`src/rtl/uw_pkg.sv`:
```
package uw_pkg;
   typedef enum logic [2:0] {
      ST_HUNT,
      ST_OPC,
      ST_ADR,
      ST_WDAT,
      ST_READ,
      ST_DONE
   } uw_state_t;

   localparam logic [1:0] OP_READ  = 2'b10;
   localparam logic [1:0] OP_WRITE = 2'b01;
   localparam logic [1:0] OP_EXT   = 2'b00;
   localparam logic [1:0] EXT_EN   = 2'b11;
   localparam logic [1:0] EXT_DIS  = 2'b00;
endpackage

```
`src/rtl/uw_sync.sv`:
```
module uw_sync #(
   parameter int STAGES = 2
) (
   input  logic clk,
   input  logic rst_n,
   input  logic d,
   output logic q,
   output logic rise
);
   generate
      if (STAGES < 2) begin : g_bad
         $error("uw_sync: STAGES must be at least 2");
      end
   endgenerate

   logic [STAGES:0] chain;

   always_ff @(posedge clk or negedge rst_n) begin
      if (!rst_n) chain <= '0;
      else        chain <= {chain[STAGES-1:0], d};
   end

   assign q    = chain[STAGES-1];
   assign rise = chain[STAGES-1] & ~chain[STAGES];


   one_rise_chk: assert property (@(posedge clk) disable iff (!rst_n)
      rise |=> !rise);
endmodule

```
`src/rtl/uw_store.sv`:
```
module uw_store #(
   parameter int AW = 6,
   parameter int DW = 16
) (
   input  logic          clk,
   input  logic          rst_n,
   input  logic          we,
   input  logic [AW-1:0] waddr,
   input  logic [DW-1:0] wdata,
   input  logic [AW-1:0] raddr,
   output logic [DW-1:0] rdata
);
   localparam int DEPTH = 1 << AW;

   logic [DW-1:0] mem [DEPTH];

   always_ff @(posedge clk or negedge rst_n) begin
      if (!rst_n) begin
         for (int i = 0; i < DEPTH; i++) mem[i] <= '0;
      end else if (we) begin
         mem[waddr] <= wdata;
      end
   end

   assign rdata = mem[raddr];


   word_land_chk: assert property (@(posedge clk) disable iff (!rst_n)
      we |=> mem[$past(waddr)] == $past(wdata));
endmodule

```
`src/rtl/uw_busy_timer.sv`:
```
module uw_busy_timer #(
   parameter int CYCLES = 1000
) (
   input  logic clk,
   input  logic rst_n,
   input  logic start,
   output logic busy
);
   localparam int TW = $clog2(CYCLES + 1);

   generate
      if (CYCLES < 1) begin : g_bad
         $error("uw_busy_timer: CYCLES must be positive");
      end
   endgenerate

   logic [TW-1:0] left;

   always_ff @(posedge clk or negedge rst_n) begin
      if (!rst_n) begin
         busy <= 1'b0;
         left <= '0;
      end else if (start) begin
         busy <= 1'b1;
         left <= TW'(CYCLES - 1);
      end else if (busy) begin
         if (left == '0) busy <= 1'b0;
         else            left <= left - 1'b1;
      end
   end


   no_restart_chk: assert property (@(posedge clk) disable iff (!rst_n)
      start |-> !busy);


   busy_end_chk: assert property (@(posedge clk) disable iff (!rst_n)
      (busy && left == '0 && !start) |=> !busy);
endmodule

```
`src/rtl/uwire_eeprom.sv`:
```
module uwire_eeprom
   import uw_pkg::*;
#(
   parameter int AW          = 6,
   parameter int DW          = 16,
   parameter int SYNC_STAGES = 2,
   parameter int WR_CYCLES   = 1000
) (
   input  logic clk,
   input  logic rst_n,
   input  logic cs,
   input  logic sk,
   input  logic di,
   output logic do_val,
   output logic do_drive
);
   localparam int MAXW = (DW > AW) ? DW : AW;
   localparam int CW   = $clog2(MAXW);

   generate
      if (AW < 2) begin : g_bad_aw
         $error("uwire_eeprom: AW must be at least 2");
      end
      if (DW < 2) begin : g_bad_dw
         $error("uwire_eeprom: DW must be at least 2");
      end
   endgenerate

   logic cs_s, cs_rise, sk_s, sk_rise, di_s, di_rise;

   uw_sync #(.STAGES(SYNC_STAGES)) u_cs (
      .clk(clk), .rst_n(rst_n), .d(cs), .q(cs_s), .rise(cs_rise));
   uw_sync #(.STAGES(SYNC_STAGES)) u_sk (
      .clk(clk), .rst_n(rst_n), .d(sk), .q(sk_s), .rise(sk_rise));
   uw_sync #(.STAGES(SYNC_STAGES)) u_di (
      .clk(clk), .rst_n(rst_n), .d(di), .q(di_s), .rise(di_rise));

   uw_state_t     st;
   logic [1:0]    op;
   logic [CW-1:0] cnt;
   logic [AW-1:0] adr_sr;
   logic [DW-1:0] dat_sr;
   logic [AW-1:0] rd_adr;
   logic [CW-1:0] rd_bit;
   logic          out_bit;
   logic          wen_q;
   logic          stat_arm;
   logic          stat_show;
   logic          arr_we;
   logic          busy;
   logic [DW-1:0] rdata;
   logic [AW-1:0] adr_full;
   logic          bit_tick;

   assign adr_full = {adr_sr[AW-2:0], di_s};
   assign bit_tick = sk_rise & cs_s;

   always_ff @(posedge clk or negedge rst_n) begin
      if (!rst_n) begin
         st        <= ST_HUNT;
         op        <= '0;
         cnt       <= '0;
         adr_sr    <= '0;
         dat_sr    <= '0;
         rd_adr    <= '0;
         rd_bit    <= '0;
         out_bit   <= 1'b0;
         wen_q     <= 1'b0;
         stat_arm  <= 1'b0;
         stat_show <= 1'b0;
         arr_we    <= 1'b0;
      end else begin
         arr_we <= 1'b0;
         if (cs_rise && stat_arm) stat_show <= 1'b1;
         if (!cs_s) begin
            st <= ST_HUNT;
         end else if (bit_tick) begin
            unique case (st)
               ST_HUNT: begin
                  if (di_s && !busy) begin
                     st        <= ST_OPC;
                     cnt       <= CW'(1);
                     stat_show <= 1'b0;
                     stat_arm  <= 1'b0;
                  end
               end
               ST_OPC: begin
                  op <= {op[0], di_s};
                  if (cnt == '0) begin
                     st  <= ST_ADR;
                     cnt <= CW'(AW - 1);
                  end else begin
                     cnt <= cnt - 1'b1;
                  end
               end
               ST_ADR: begin
                  adr_sr <= adr_full;
                  if (cnt != '0) begin
                     cnt <= cnt - 1'b1;
                  end else begin
                     unique case (op)
                        OP_READ: begin
                           st      <= ST_READ;
                           rd_adr  <= adr_full;
                           rd_bit  <= CW'(DW - 1);
                           out_bit <= 1'b0;
                        end
                        OP_WRITE: begin
                           st  <= ST_WDAT;
                           cnt <= CW'(DW - 1);
                        end
                        OP_EXT: begin
                           st <= ST_DONE;
                           if (adr_full[AW-1 -: 2] == EXT_EN)  wen_q <= 1'b1;
                           if (adr_full[AW-1 -: 2] == EXT_DIS) wen_q <= 1'b0;
                        end
                        default: st <= ST_DONE;
                     endcase
                  end
               end
               ST_WDAT: begin
                  dat_sr <= {dat_sr[DW-2:0], di_s};
                  if (cnt != '0) begin
                     cnt <= cnt - 1'b1;
                  end else begin
                     st <= ST_DONE;
                     if (wen_q) begin
                        arr_we   <= 1'b1;
                        stat_arm <= 1'b1;
                     end
                  end
               end
               ST_READ: begin
                  out_bit <= rdata[rd_bit];
                  if (rd_bit == '0) begin
                     rd_bit <= CW'(DW - 1);
                     rd_adr <= rd_adr + 1'b1;
                  end else begin
                     rd_bit <= rd_bit - 1'b1;
                  end
               end
               default: ;
            endcase
         end
      end
   end

   uw_store #(.AW(AW), .DW(DW)) u_store (
      .clk(clk), .rst_n(rst_n), .we(arr_we), .waddr(adr_sr),
      .wdata(dat_sr), .raddr(rd_adr), .rdata(rdata));

   uw_busy_timer #(.CYCLES(WR_CYCLES)) u_timer (
      .clk(clk), .rst_n(rst_n), .start(arr_we), .busy(busy));

   logic show_stat;
   assign show_stat = (st == ST_HUNT) && stat_show;

   always_comb begin
      do_val = 1'b0;
      if (st == ST_READ) do_val = out_bit;
      else if (show_stat) do_val = !busy;
   end

   assign do_drive = cs & ((st == ST_READ) | show_stat);


   abort_chk: assert property (@(posedge clk) disable iff (!rst_n)
      !cs_s |=> st == ST_HUNT);


   wr_guard_chk: assert property (@(posedge clk) disable iff (!rst_n)
      arr_we |-> wen_q);


   stat_lvl_chk: assert property (@(posedge clk) disable iff (!rst_n)
      show_stat |-> do_val == !busy);


   busy_hold_chk: assert property (@(posedge clk) disable iff (!rst_n)
      (busy && st == ST_HUNT) |=> st == ST_HUNT);
endmodule

```
`config.mk`:
```
export PLATFORM = sky130hd
export DESIGN_NAME = uwire_eeprom
export DESIGN_NICKNAME = d
export VERILOG_FILES = /design/src/rtl/uw_pkg.sv /design/src/rtl/uw_sync.sv /design/src/rtl/uw_store.sv /design/src/rtl/uw_busy_timer.sv /design/src/rtl/uwire_eeprom.sv
export SDC_FILE = /design/constraint.sdc
export NUM_CORES = 2
export LEC_CHECK = 0
export ABC_AREA = 1
export BUFFER_PORTS_ARGS = -buffer_cell sky130_fd_sc_hd__buf_2
export CORE_ASPECT_RATIO = 1.5
export CORE_UTILIZATION = 30
export CTS_BUF_LIST = sky130_fd_sc_hd__clkbuf_8
export DETAILED_ROUTE_END_ITERATION = 8
export PLACE_DENSITY_LB_ADDON = 0.08
export SLEW_MARGIN = 20
export SYNTH_ARGS = -nofsm -noshare
export SYNTH_HDL_FRONTEND = slang
export SYNTH_SLANG_ARGS = --single-unit
```
`constraint.sdc`:
```
create_clock -name clk -period 2.3 [get_ports clk]
set_input_delay 0.115 -clock clk [delete_from_list [all_inputs] [get_ports clk]]
set_output_delay 0.115 -clock clk [all_outputs]
set_load 0.01 [all_outputs]
```
Yosys cells after proc, flatten, opt, wreduce, memory -nomap -nowiden

Index checks and enable logic that the tools add are counted.

Flip-flop bits (word level): 1089
Bits of input ports: 5
Output and inout bits: 2

$add $sub $neg: 4
Magnitude comparators: 4
Equality and inequality tests: 22
Mux-type cells: 57
Bitwise operators: 10
Reductions and logical operators: 27

Operators with widths:

| kind                                                | number |
|---|---|
| bitwise mux 1024 bit                                | 1 |
| binary-select mux 16 bit (select 6 bit)             | 1 |
| demux 16 bit (select 6 bit)                         | 1 |
| 2-to-1 mux 16 bit                                   | 3 |
| 2-to-1 mux 4 bit                                    | 8 |
| 2-to-1 mux 10 bit                                   | 3 |
| AND reduction 6 bit                                 | 5 |
| 2-to-1 mux 1 bit                                    | 23 |
| 2-to-1 mux 3 bit                                    | 6 |
| 2-to-1 mux 6 bit                                    | 3 |
| != test 2 bit (second input constant)               | 8 |
| one-hot mux 4 bit (4 select lines)                  | 1 |
| >= comparator 7 bit (second input constant)         | 2 |
| NOT 6 -> 7 bit                                      | 2 |
| != test 3 bit (second input constant)               | 4 |
| one-hot mux 3 bit (4 select lines)                  | 1 |
| one-hot mux 6 bit (2 select lines)                  | 1 |
| logical NOT 10 bit                                  | 1 |
| subtractor 10 x 1 -> 10 bit (second input constant) | 1 |
| AND reduction 3 bit                                 | 3 |
| logical NOT 4 bit                                   | 2 |
| one-hot mux 4 bit (2 select lines)                  | 1 |
| nonzero test 2 bit                                  | 4 |
| nonzero test 4 bit                                  | 2 |
| other kinds (24)                                    | 37 |

Longest topological paths before layout

Word-level depth: 8
Mapped depth: 22
Depth with buffers taken out: 18

Cells and area by module

From an unflattened synthesis, not the netlist that was laid out.

Cells, all modules: 6265
Area total of the unflattened synthesis: 49668.9 sq um

Modules (own cells, without submodules):

| module        | times used | cells each | area each (sq um) |
|---|---|---|---|
| uw_store      | 1          | 5853       | 46208.1 |
| uwire_eeprom  | 1          | 302        | 2512.4 |
| uw_busy_timer | 1          | 95         | 693.2 |
| uw_sync       | 3          | 5          | 85.1 |

Least setup slack after synthesis

OpenSTA, ideal clock, no wires.

Path type: reg-to-reg
From: register rd_adr[0]
To: register out_bit
Setup time: 0.117 ns
Arrival: 1.864 ns
Data required time: 2.183 ns
Path slack: 0.320 ns
Stages on the path, launching flop included: 19
Period minus slack after synthesis: 1.980 ns
Path through: dfrtp_1 > buf_4 > buf_2 > buf_2 > or2_2 > nand3_1 > o21ai_0 > nand2_1 > nand2_1 > nor2_1 > nand2_1 > nand3_1 > nand3_1 > nand3_1 > nand2_1 > nand3_1 > nand2_1 > nand2_1 > nand2_1

Longest elaborated chain between the ends: 7

Ends and longest elaborated chain:

| what                                                  | RTL line            | source |
|---|---|---|
| start, declared                                       | uwire_eeprom.sv:43  | `logic [AW-1:0] rd_adr;` |
| start signal, assigned                                | uwire_eeprom.sv:104 | `rd_adr <= adr_full;` |
| start signal, assigned                                | uwire_eeprom.sv:137 | `rd_adr <= rd_adr + 1'b1;` |
| NOT 6 -> 7 bit (implied by the code)                  | uw_store.sv:25      | `assign rdata = mem[raddr];` |
| binary-select mux 16 bit (select 6 bit)               | uw_store.sv:25      |  |
| 2-to-1 mux 16 bit (implied by the code) (2 in series) | uw_store.sv:25      |  |
| binary-select mux 1 bit (select 4 bit)                | uwire_eeprom.sv:134 | `out_bit <= rdata[rd_bit];` |
| 2-to-1 mux 1 bit (implied by the code)                | uwire_eeprom.sv:134 |  |
| one-hot mux 1 bit (2 select lines)                    | uwire_eeprom.sv:78  | `unique case (st)` |
| end signal, assigned                                  | uwire_eeprom.sv:134 |  |
| end, declared                                         | uwire_eeprom.sv:45  | `logic out_bit;` |

No other way between the ends. The select of a mux whose other input is x is not followed.
A chain may end at the register's enable or synchronous reset.

Worst setup path after layout

Ends and elaborated chain as after synthesis.

==> impl_metrics.csv <==
group,metric,value,unit
pwr,total_power,37.4,mW
routing,wl_per_cell,22.4,um
die,io_pins,7,
timing,slew_violations,0,
global_route,grt_start_max_net_pins,116,
logic_synthesis,synth_most_common_cell,"nand2_1",
worst_hold_path,min_path_cells,0,
global_route,grt_first_pass_wirelength,289000,um
clocking,cts_num_sinks,1089,
logic_synthesis,synthTopCellsByArea,"dfrtp_1, nand2_1, o21ai_0, nor2_1, nand3_1",
die,initial_core_util,30.3,%
die,die_y,500,um
timing,min_period,2.57,ns
logic_synthesis,synth_top_area_share,54.8,%
timing,slew_headroom,46.1,%
logic_synthesis,postSynthAreaPerCell,7.93,um^2
critical_path,required,3.16,ns
placed_design,gp_congestion,0.869,
pwr,p_leak,26.8,nW
logic_synthesis,synth_top_flop_cell,"dfrtp_1",
finish,drive_gt1_share,13.5,%
critical_path,r2r_cells,17,
logic_synthesis,yosys.cell_types.count,36,
logic_synthesis,ys_async_sr_fraction,100,%
run_status,status,"finished, violations left",
timing,timing.fmax,0.389,GHz
placed_design,pre_cts_slack,-0.491,ns
finish,nNetsFinal,6452,
placed_design,dpl.hpwl,121000,um
pwr,vdd_drop_max,0.623,mV
global_route,grt_overflow,0,
logic_synthesis,synth_common_cells,"nand2_1, o21ai_0, dfrtp_1",
die,fp.coreArea,164000,um^2
die,die_w,334,um
critical_path,start_kind,"register",
die,die-area,167000,um^2
logic_synthesis,synth_edf_count,0,
finish,final_area,59900,um^2
run,maxCapViolations,0,
die,rows,182,
run_status,violations,"setup timing",
clocking,max-clock-path-buffers,3,
critical_path,crit_path_max_fanout,13,
timing,hold_viol_final,0,
routing,drc,0,
finish,fill_cells,17383,
timing,tightest_slew,0.809,ns
routing,first_pass_iters,6,
clocking,cts.reportedPaths.clkPinSlew,0.06,ns
timing,period_share,112,%
logic_synthesis,yosysWarnings,0,
logic_synthesis,syn_inst,6267,
timing,setup_viol,1,
placed_design,io_buffers,6,
finish,finish.utilization,36.5,%
logic_synthesis,syn-cell-area,49700,um^2
critical_path,path_class,"register to register",
critical_path,arrival,3.43,ns
timing,finalWorstSetupSlack,-0.272,ns
global_route,grt_pass1_vias,42671,
timing,clock_skew,0.0254,ns
timing,rsz0062_at_grt,"true",
placed_design,placed_area,55000,um^2
clocking,root_buffer,"clkbuf_8",
global_route,antenna_found_initial,8,
clocking,cts_htree_levels,4,
clocking,cts_made_buffers,182,
critical_path,end_kind,"register",
clocking,cts_tree,"built",
pwr,powerDensity,623,nW/um^2
logic_synthesis,synth.largest_area_cell,"dfrtp_1",
routing,num_vias,43051,
routing,antenna_left,0,
logic_synthesis,ys_seq_elements,1089,
global_route,track_usage,23.1,%
worst_hold_path,hold_path.class,"register to register",
clocking,insertion_delay,0.93,ns
routing,viasPerCell,4.91,
routing,drt-initial-drc-count,3509,
finish,area_growth,20.6,%
logic_synthesis,synth_nets,6277,
routing,drt-total-wl,196000,um
logic_synthesis,seq_area_frac_synth,54.8,%
[flip-flops by register name, indices dropped and copies added (netlist names)]
signal,count
arr_we,1
wen_q,1
dat_sr,16
rd_adr,6
stat_show,1
rd_bit,4
u_timer.busy,1
u_cs.chain,3
u_sk.chain,3
op,2
st,3
u_di.chain,2
adr_sr,6
u_store.mem,1024
u_timer.left,10
out_bit,1
stat_arm,1
cnt,4
[cell families after synthesis]
group | share of synthesized area (%)
multiplexers | 0.0227
flip-flops | 54.8
XOR/XNOR | 0.0881
buffers and inverters | 5.82
AND/OR/NAND/NOR | 23.6
AO/OA/AOI/OAI | 15.5
adder cells (fa/ha/maj) | 0.126
[repair_timing]
action / 4_1_cts / 5_1_grt
buffers inserted: 9 / 20
setup endpoints to repair: 6 / 13
endpoints found under the hold margin: 1092 / 0
cloned: 4 / 17
pin swaps: 3 / 31
gates resized for setup: 33 / 175
hold buffers: 9 / 0
[metal layers]
| metal | vias up | global-route usage (%) | part of all wire [%] |
|---|---|---|---|
| li1 | 20703 | - | - |
| met1 | 21143 | 29.5 | 43 |
| met2 | 926 | 40.0 | 50 |
| met3 | 277 | 2.90 | 3.6 |
| met4 | 2 | 7.82 | 3.4 |
| met5 | - | 0 | 0.0066 |
[where the power goes]
part | total [mW] | internal [mW] | leakage [nW] | switching [mW]
combinational | 1.22 | 0.364 | 9.65 | 0.852
sequential | 19.2 | 19.2 | 15.2 | 0.0181
clock | 16.9 | 8.61 | 1.98 | 8.33
total | 37.4 | 28.2 | 26.8 | 9.20
[area by class of cell]
cell class / count / area [um^2] / area share, %
diodes: 3 / 7.51 / 0.0125
clock buffers: 219 / 3010 / 5.03
clock inverters: 81 / 378 / 0.630
inverters: 167 / 692 / 1.15
multi-input cells: 4488 / 19900 / 33.3
flip-flops and latches: 1089 / 27300 / 45.5
well taps: 2208 / 2760 / 4.61
repair buffers: 508 / 5780 / 9.64
repair inverters: 6 / 110 / 0.184
[final timing paths]
check	startpoint	end	slack (ns)
max	rd_adr[0]	out_bit	-0.27
min	u_cs.chain[0]	u_cs.chain[1]	0.35
max reg2reg	rd_adr[0]	out_bit	-0.27
min reg2reg	u_cs.chain[0]	u_cs.chain[1]	0.35
max in group asynchronous	rst_n	u_store.mem[775]	0.89
min in group asynchronous	rst_n	u_store.mem[724]	0.42
[placed cells by master (no fill, tap or decap), drive strengths merged, types with 3 or more instances in the layout]
cell type,instances
diode,3
or2,14
nor3,19
nand2,1912
a21oi,76
buf,487
dfrtp,1089
clkinv,17
inv,231
dlygate4sd3,8
clkinvlp,5
clkbuf,231
o211ai,43
nor2,594
o21ai,1386
xor2,5
and3,6
ha,5
nand4,3
nand3,413
[through the flow]
step	hold slack (ns)	cells	TNS, ns
floorplan	-0.181	6267	0
global placement	0.0410	8409	-1.04
detailed placement	0.0403	8409	-1.21
CTS	0.255	8731	-0.523
global route	0.302	8767	-0.577
finish	0.347	8769	-0.272
[worst max-delay path: stages (launching register included)]
cell and delay, ns:
dfrtp_4 0.52, buf_12 0.18, clkinv_8 0.13, buf_4 0.14
buf_12 0.12, nor2_1 0.04, o211ai_1 0.33, nand3_2 0.21
buf_6 0.18, nand2_1 0.10, nand3_1 0.07, nand3_1 0.07
nand3_1 0.07, nand2_1 0.08, nand3_1 0.07, nand2_1 0.07
nand2_1 0.06, nand2_1 0.06
Power figures use the tool's default switching activity.
